`config.mk`:
```
export PLATFORM = sky130hd
export DESIGN_NAME = busdec_top
export DESIGN_NICKNAME = d
export VERILOG_FILES = /design/src/rtl/busdec_pkg.sv /design/src/rtl/busdec_latch.sv /design/src/rtl/busdec_lane.sv /design/src/rtl/busdec_mem.sv /design/src/rtl/busdec_io.sv /design/src/rtl/busdec_top.sv
export SDC_FILE = /design/constraint.sdc
export NUM_CORES = 1
export LEC_CHECK = 0
export BUFFER_PORTS_ARGS = -buffer_cell sky130_fd_sc_hd__buf_2
export CAP_MARGIN = 30
export CORE_MARGIN = 2
export CORE_UTILIZATION = 41
export CTS_CLUSTER_SIZE = 24
export DETAILED_ROUTE_END_ITERATION = 8
export PLACE_DENSITY = 0.75
export SYNTH_ARGS = -nofsm -noshare
export SYNTH_HDL_FRONTEND = slang
export SYNTH_SLANG_ARGS = --single-unit
```
`constraint.sdc`:
```
create_clock -name clk -period 1.3 [get_ports clk]
set_clock_uncertainty 0.15 [all_clocks]
set_input_delay 0.065 -clock clk [delete_from_list [all_inputs] [get_ports clk]]
set_output_delay 0.065 -clock clk [all_outputs]
set_load 0.02 [all_outputs]
```
`src/rtl/busdec_pkg.sv`:
```
// Package busdec_pkg
// Shared lane indices and the internal select bundle of the bus decoder.
// Assumes two byte lanes: lane 0 carries the low data byte and lane 1 the high byte.
package busdec_pkg;

    localparam int LANE_CNT  = 2;
    localparam int LANE_LOW  = 0;
    localparam int LANE_HIGH = 1;

    // Active-high select requests before gating and inversion.
    typedef struct packed {
        logic                rom;
        logic [LANE_CNT-1:0] ram;
        logic [LANE_CNT-1:0] io;
    } sel_req_t;

    localparam sel_req_t SEL_NONE = '{rom: 1'b0, ram: '0, io: '0};

endpackage

```
`src/rtl/busdec_latch.sv`:
```
// Module busdec_latch
// Captures the address and the cycle qualifiers while the latch strobe is high,
// and holds them once it falls. The valid flag marks that at least one address
// has been captured since reset.
// Assumes a strobe that stays high for at least one clock edge per bus cycle.
module busdec_latch #(
    parameter int ADDR_W = 20
) (
    input  logic              clk,
    input  logic              rst_n,
    input  logic              ale,
    input  logic [ADDR_W-1:0] addr_in,
    input  logic              mio_in,
    input  logic              bhe_n_in,
    output logic [ADDR_W-1:0] addr_q,
    output logic              mio_q,
    output logic              bhe_n_q,
    output logic              valid_q
);

    // Capture the address and qualifiers on every edge that sees the strobe high.
    always_ff @(posedge clk) begin
        if (!rst_n) begin
            addr_q  <= '0;
            mio_q   <= 1'b0;
            bhe_n_q <= 1'b1;
            valid_q <= 1'b0;
        end else if (ale) begin
            addr_q  <= addr_in;
            mio_q   <= mio_in;
            bhe_n_q <= bhe_n_in;
            valid_q <= 1'b1;
        end
    end

endmodule

```
`src/rtl/busdec_lane.sv`:
```
// Module busdec_lane
// Derives the per-lane enables from address bit 0 and the high-byte enable.
// The low lane is enabled when bit 0 is 0. The high lane is enabled when
// bhe_n is 0. A word access at an even address enables both lanes.
module busdec_lane
    import busdec_pkg::*;
(
    input  logic                a0,
    input  logic                bhe_n,
    output logic [LANE_CNT-1:0] lane_en
);

    for (genvar g = 0; g < LANE_CNT; g++) begin : g_lane
        if (g == LANE_LOW) begin : g_low
            // Low lane follows address bit 0.
            always_comb lane_en[g] = ~a0;
        end else begin : g_high
            // High lane follows the high-byte enable.
            always_comb lane_en[g] = ~bhe_n;
        end
    end

endmodule

```
`src/rtl/busdec_mem.sv`:
```
// Module busdec_mem
// Linear memory decode. The read-only pair is selected by a set ROM bit and
// ignores the lanes. The RAM pair is selected by a clear RAM bit, and each RAM
// bank is qualified by its lane. The read-only decode wins when both apply.
// Assumes the caller gates the result with the memory-cycle flag.
module busdec_mem
    import busdec_pkg::*;
(
    input  logic                mem_cycle,
    input  logic                rom_bit,
    input  logic                ram_bit,
    input  logic [LANE_CNT-1:0] lane_en,
    output logic                rom_hit,
    output logic [LANE_CNT-1:0] ram_hit
);

    logic ram_region;

    // Read-only region: bit set during a memory cycle, lanes ignored.
    always_comb rom_hit = mem_cycle & rom_bit;

    // RAM region: bit clear, and the read-only region is not hit (priority).
    always_comb ram_region = mem_cycle & ~ram_bit & ~rom_hit;

    for (genvar g = 0; g < LANE_CNT; g++) begin : g_ram
        // Qualify each RAM bank with its byte lane.
        always_comb ram_hit[g] = ram_region & lane_en[g];
    end

endmodule

```
`src/rtl/busdec_io.sv`:
```
// Module busdec_io
// Port-space decode. No address line is spent on it: a port cycle selects
// each peripheral whose byte lane is enabled.
// Assumes one 8-bit peripheral on each lane.
module busdec_io
    import busdec_pkg::*;
(
    input  logic                io_cycle,
    input  logic [LANE_CNT-1:0] lane_en,
    output logic [LANE_CNT-1:0] io_hit
);

    for (genvar g = 0; g < LANE_CNT; g++) begin : g_io
        // Select the peripheral on this lane during a port cycle.
        always_comb io_hit[g] = io_cycle & lane_en[g];
    end

endmodule

```
`src/rtl/busdec_top.sv`:
```
// Module busdec_top
// Address latch and chip-select decoder for a multiplexed 16-bit bus.
// The address is held from the last strobe, and the active-low selects are
// decoded from the held value. All selects stay inactive during reset, while
// the strobe is high, and until the first address has been captured.
// Assumes ROM_BIT, RAM_BIT and the register-select field lie inside the address.
module busdec_top #(
    parameter int AD_W     = 16,
    parameter int AHI_W    = 4,
    parameter int ROM_BIT  = 13,
    parameter int RAM_BIT  = 14,
    parameter int RSEL_LSB = 1,
    parameter int RSEL_W   = 2
) (
    input  logic                     clk,
    input  logic                     rst_n,
    input  logic                     ale,
    input  logic [AD_W-1:0]          bus_ad,
    input  logic [AHI_W-1:0]         bus_ahi,
    input  logic                     mio,
    input  logic                     bhe_n,
    output logic                     rom_even_cs_n,
    output logic                     rom_odd_cs_n,
    output logic                     ram_even_cs_n,
    output logic                     ram_odd_cs_n,
    output logic                     io_even_cs_n,
    output logic                     io_odd_cs_n,
    output logic [RSEL_W-1:0]        reg_sel,
    output logic [AD_W+AHI_W-1:0]    addr_lat
);
    import busdec_pkg::*;

    localparam int ADDR_W = AD_W + AHI_W;

    logic [ADDR_W-1:0]   addr_q;
    logic                mio_q;
    logic                bhe_n_q;
    logic                valid_q;
    logic [LANE_CNT-1:0] lane_en;
    logic                rom_hit;
    logic [LANE_CNT-1:0] ram_hit;
    logic [LANE_CNT-1:0] io_hit;
    logic                drive_ok;
    sel_req_t            req;
    sel_req_t            req_gated;

    busdec_latch #(.ADDR_W(ADDR_W)) u_latch (
        .clk      (clk),
        .rst_n    (rst_n),
        .ale      (ale),
        .addr_in  ({bus_ahi, bus_ad}),
        .mio_in   (mio),
        .bhe_n_in (bhe_n),
        .addr_q   (addr_q),
        .mio_q    (mio_q),
        .bhe_n_q  (bhe_n_q),
        .valid_q  (valid_q)
    );

    busdec_lane u_lane (
        .a0      (addr_q[0]),
        .bhe_n   (bhe_n_q),
        .lane_en (lane_en)
    );

    busdec_mem u_mem (
        .mem_cycle (mio_q),
        .rom_bit   (addr_q[ROM_BIT]),
        .ram_bit   (addr_q[RAM_BIT]),
        .lane_en   (lane_en),
        .rom_hit   (rom_hit),
        .ram_hit   (ram_hit)
    );

    busdec_io u_io (
        .io_cycle (~mio_q),
        .lane_en  (lane_en),
        .io_hit   (io_hit)
    );

    // Collect the raw select requests into one bundle.
    always_comb req = '{rom: rom_hit, ram: ram_hit, io: io_hit};

    // Selects may drive only out of reset, with a held address, and strobe low.
    always_comb drive_ok = rst_n & valid_q & ~ale;

    // Force every request off when driving is not allowed.
    always_comb req_gated = drive_ok ? req : SEL_NONE;

    // Invert to active-low pins; the read-only pair shares one select.
    always_comb begin
        rom_even_cs_n = ~req_gated.rom;
        rom_odd_cs_n  = ~req_gated.rom;
        ram_even_cs_n = ~req_gated.ram[LANE_LOW];
        ram_odd_cs_n  = ~req_gated.ram[LANE_HIGH];
        io_even_cs_n  = ~req_gated.io[LANE_LOW];
        io_odd_cs_n   = ~req_gated.io[LANE_HIGH];
    end

    // Held address and the peripheral register select taken from it.
    always_comb begin
        addr_lat = addr_q;
        reg_sel  = addr_q[RSEL_LSB +: RSEL_W];
    end

endmodule

```
# [After elaboration in Yosys (flattened, before gate mapping)]
# Index checks and enable logic that the tools add are counted.
[op_classes] muxes=1 bitwise=20
[op_table] operator="1-bit inverter" n=11
[op_table] operator="1-bit bitwise AND" n=9
[op_table] operator="5-bit two-way mux" n=1
[word_totals] ff_bits=23 inputBits=25 output_inout_bits=28 word_cells=25

# [Longest topological paths before layout]
[depth] word_depth=6 mapped_depth=4 depth_no_buf=2

# [Modules after synthesis]
# A second synthesis with hierarchy kept.
[hier_totals] cells_unflattened=89 hier_area_um2=1004.7
[modules_own_cells] mod="busdec_latch" instances=1 cells_per_inst=73 area_each_um2=882.1
[modules_own_cells] mod="busdec_top" instances=1 cells_per_inst=9 area_each_um2=70.1
[modules_own_cells] mod="busdec_mem" instances=1 cells_per_inst=3 area_each_um2=32.5
[modules_own_cells] mod="busdec_io" instances=1 cells_per_inst=2 area_each_um2=12.5
[modules_own_cells] mod="busdec_lane" instances=1 cells_per_inst=2 area_each_um2=7.5

# [Worst setup path before layout]
# Ideal clock, no wire load.
[synth_path] kind="reg-to-output" from="register u_latch.valid_q" to="output ram_even_cs_n" arrival_time_ns=0.989 t_required_ns=1.085 setup_slack_ns=0.096 path_stages_with_launch=3 cell_sequence="dfxtp_1 > nand4b_4 > or4_1"
[synth_via] elab_chain_cells=4
[synth_rtl] element="start: declaration" line_no="busdec_latch.sv:18" source="output logic valid_q"
[synth_rtl] element="start signal: assignment" line_no="busdec_latch.sv:27" source="valid_q <= 1'b0;"
[synth_rtl] element="start signal: assignment" line_no="busdec_latch.sv:32" source="valid_q <= 1'b1;"
[synth_rtl] element="1-bit bitwise AND (2 in series)" line_no="busdec_top.sv:85" source="always_comb drive_ok = rst_n & valid_q & ~ale;"
[synth_rtl] element="5-bit two-way mux" line_no="busdec_top.sv:88" source="always_comb req_gated = drive_ok ? req : SEL_NONE;"
[synth_rtl] element="1-bit inverter" line_no="busdec_top.sv:94" source="ram_even_cs_n = ~req_gated.ram[LANE_LOW];"
[synth_rtl] element="end: declaration" line_no="busdec_top.sv:24" source="output logic ram_even_cs_n,"
# No other way between the ends.

# [Worst setup path after layout]
[layout_path] from="register u_latch.valid_q" to="output ram_odd_cs_n"
[layout_via] elab_chain_cells=4
[layout_rtl] element="1-bit bitwise AND (2 in series)" line_no="busdec_top.sv:85"
[layout_rtl] element="5-bit two-way mux" line_no="busdec_top.sv:88"
[layout_rtl] element="1-bit inverter" line_no="busdec_top.sv:95" source="ram_odd_cs_n = ~req_gated.ram[LANE_HIGH];"
[layout_rtl] element="end: declaration" line_no="busdec_top.sv:25" source="output logic ram_odd_cs_n,"
# No other way between the ends.

==> flow_summary_export.csv <==
group,metric,value,unit
die,core-area,0.00223,sq mm
sta,tightest_slew,0.184,ns
clocking,cts_buffers,3,
sta,finalSetupViolCount,6,
cells_and_area,areaGrowthSynthToFinish,57.3,%
status,outcome,"finished, violations left",
grt,grt_pass1_wl,3.79,mm
placement,port_buffers,52,
grt,overflow,0,
die,die_x,52.6,um
detailed_routing,final_antenna_net_count,0,
placement,placed_cell_area,0.00121,sq mm
worst_hold_path,holdCritPathClass,"in -> reg",
detailed_routing,firstDrtPassIters,2,
power_and_ir_drop,switching_power,383,uW
clocking,cts_tree,"done",
logic_synthesis,yosys_register_bits,23,
grt,antenna_found_initial,0,
logic_synthesis,synthCells,87,
clocking,worst_skew_pair.late_latency,0.30,ns
power_and_ir_drop,seq_power_share,55.3,%
sta,fin_ws,-0.303,ns
placement,place_hpwl,1.49,mm
clocking,clock_path_buffers,2,
cells_and_area,fin_area,0.00153,sq mm
placement,place_ws,-0.00244,ns
power_and_ir_drop,clkPwrFrac,23.4,%
clocking,clkTransAtPathRegs,0.13,ns
logic_synthesis,yosys_warnings,0,
sta,hold_violations,0,
detailed_routing,routed_via_density,4.60,
clocking,htree_levels,1,
run,cap_violations,0,
logic_synthesis,yosysSeqAreaShare,47.5,%
power_and_ir_drop,swShare,27.2,%
detailed_routing,drtIter0Drc,4,
power_and_ir_drop,p_leak,0.000762,uW
sta,rsz0062_at_grt,"yes",
cells_and_area,finalNetCount,185,
grt,grt_pass1_vias,894,
worst_setup_path,cp.required,1.09,ns
sta,slew_headroom,87.7,%
cells_and_area,fill_cells,178,
worst_setup_path,cp_data_arrival_time,1.39,ns
worst_setup_path,cp-startpoint,"u_latch.valid_q",
detailed_routing,drc_errors,0,
die,die_y,52.6,um
sta,min_period,1.60,ns
logic_synthesis,syn_area_per_cell,11.1,sq um
die,num_rows,17,
logic_synthesis,synth_cell_types,12,
worst_setup_path,start_kind,"register",
worst_setup_path,critPathTopFamily,"simple AND/OR/NAND/NOR gates",
grt,grt_usage,18.7,%
logic_synthesis,netlist_area,970,sq um
placement,gp_congestion,0.660,
clocking,cts_root_buf,"clkbuf_4",
die,io_pins,53,
logic_synthesis,syn_nets,112,
clocking,clkSinkCount,23,
worst_setup_path,path_class,"reg -> out",
die,start_util,43.4,%
sta,final_max_slew_viol_count,0,
worst_setup_path,cp_cell_sequence,"nand4b_4 > or4_1 > buf_2",
power_and_ir_drop,ir_drop,0.555,mV
sta,whs,0.0348,ns
grt,grt_max_degree,24,
worst_setup_path,worstSetupEndpointType,"primary output",
detailed_routing,wire_per_inst,12.6,um
cells_and_area,fin_cells,187,
cells_and_area,final_layout_size_suffix_gt1_share,42.8,%
worst_setup_path,crit_path_max_fanout,3,
detailed_routing,routed_wl,2.35,mm
worst_setup_path,path_buf_inv,1,
worst_setup_path,rr_startpoint,"u_latch.addr_q[13]",
worst_hold_path,min-delay-start,"rst_n",
sta,fin_tns_setup,-1.55,ns
worst_setup_path,crit_path_max_incr_delay,0.41,ns
status,violations,"negative setup slack",
power_and_ir_drop,power.internal,1020,uW
power_and_ir_drop,comb_power_share,21.4,%
die,die-area,0.00277,sq mm
cells_and_area,n_antenna_cell,0,
worst_setup_path,critPathSlowestCell,"or4_1",
placement,dp.cells,159,
power_and_ir_drop,power.density,922,mW/mm^2
sta,timing.fmax,624,MHz
detailed_routing,vias,861,
sta,finalCritPeriodShare,123,%
worst min-delay path: cells and delay by family:
kind | cells | cell delay (ns)
buffers and inverters | 2 | 0.33
and+or+nand+nor | 1 | 0.07
path summary, 6_finish.rpt:
kind                             end  slack, ns  cells after the start
setup reg to reg  u_latch.addr_q[13]       0.49                      2
setup / recovery        ram_odd_cs_n      -0.30                      3
hold reg to reg      u_latch.valid_q       0.36                      1
hold / removal       u_latch.bhe_n_q       0.03                      3
registers in the layout (all words and copies together) (netlist names):
| register | flops |
|---|---|
| u_latch.valid_q | 1 |
| u_latch.addr_q | 20 |
| u_latch.mio_q | 1 |
| u_latch.bhe_n_q | 1 |
metrics by stage:
| stage | utilization (%) | power (uW) |
|---|---|---|
| floorplan | - | 951 |
| global placement | 54.1 | 1020 |
| detailed placement | 54.1 | 1030 |
| CTS | 67.3 | 1410 |
| global route | 68.3 | 1480 |
| finish | 68.3 | 1410 |
metal layers:
metal | global-route usage, % | vias up | share of wire [%]
met1 | 18.2 | 398 | 40
met5 | 0 | - | 0
met3 | 4.29 | 2 | 4.1
met2 | 37.7 | 31 | 55
li1 | - | 430 | -
met4 | 5.98 | 0 | 0.55
cell type report:
class,instances,area [sq um],share of cell area (%)
Multi-Input combinational cell,52,440,28.9
Inverter,1,3.75,0.246
Clock buffer,3,22.5,1.48
Clock inverter,1,5.00,0.328
Timing Repair Buffer,79,552,36.2
Sequential cell,23,467,30.6
Tap cell,28,35.0,2.30
power groups by stage:
stage / combinational, uW / sequential (uW) / clock (uW)
after floorplan: 125 / 826 / 0
after global placement: 237 / 787 / 0
after detailed placement: 243 / 790 / 0
after CTS: 300 / 776 / 334
after global routing: 327 / 782 / 372
final: 301 / 777 / 328
what timing repair did:
action / in CTS / in global routing
hold endpoints to repair: 23 / 0
hold buffers: 23 / 0
gates resized for setup: 13 / 5
setup buffers: 0 / 1
endpoints found under the setup margin: 6 / 6
layout by cell type (no fill, tap or decap):
| master | n |
|---|---|
| buf_2 | 47 |
| buf_4 | 4 |
| buf_6 | 5 |
| clkbuf_4 | 3 |
| clkinv_2 | 1 |
| dfxtp_1 | 20 |
| dfxtp_2 | 2 |
| dfxtp_4 | 1 |
| dlygate4sd3_1 | 23 |
| inv_1 | 1 |
| mux2i_1 | 22 |
| nand2_1 | 2 |
| nand4b_4 | 1 |
| nor2b_1 | 21 |
| o21a_1 | 1 |
| or2_4 | 1 |
| or4_1 | 1 |
| or4_4 | 3 |
logic make-up (layout without fill, tap and decap cells):
family | after synthesis | in the layout | synth area share (%)
buffers and inverters | 12 | 84 | 8.52
flip-flops | 23 | 23 | 47.5
AO/OA/AOI/OAI | 1 | 1 | 0.774
AND/OR/NAND/NOR | 29 | 29 | 20.5
multiplexers | 22 | 22 | 22.7
cell usage after synthesis:
cell,instances,share of area [%]
or2_2,1,0.65
nor2b_1,21,14
buf_6,1,1.2
inv_1,1,0.39
mux2i_1,22,23
nand4b_4,1,2.5
dfxtp_1,23,47
nand2_1,2,0.77
clkbuf_1,2,0.77
or4_1,4,3.1
buf_4,8,6.2
o21a_1,1,0.77
(Power assumes the default switching activity.)
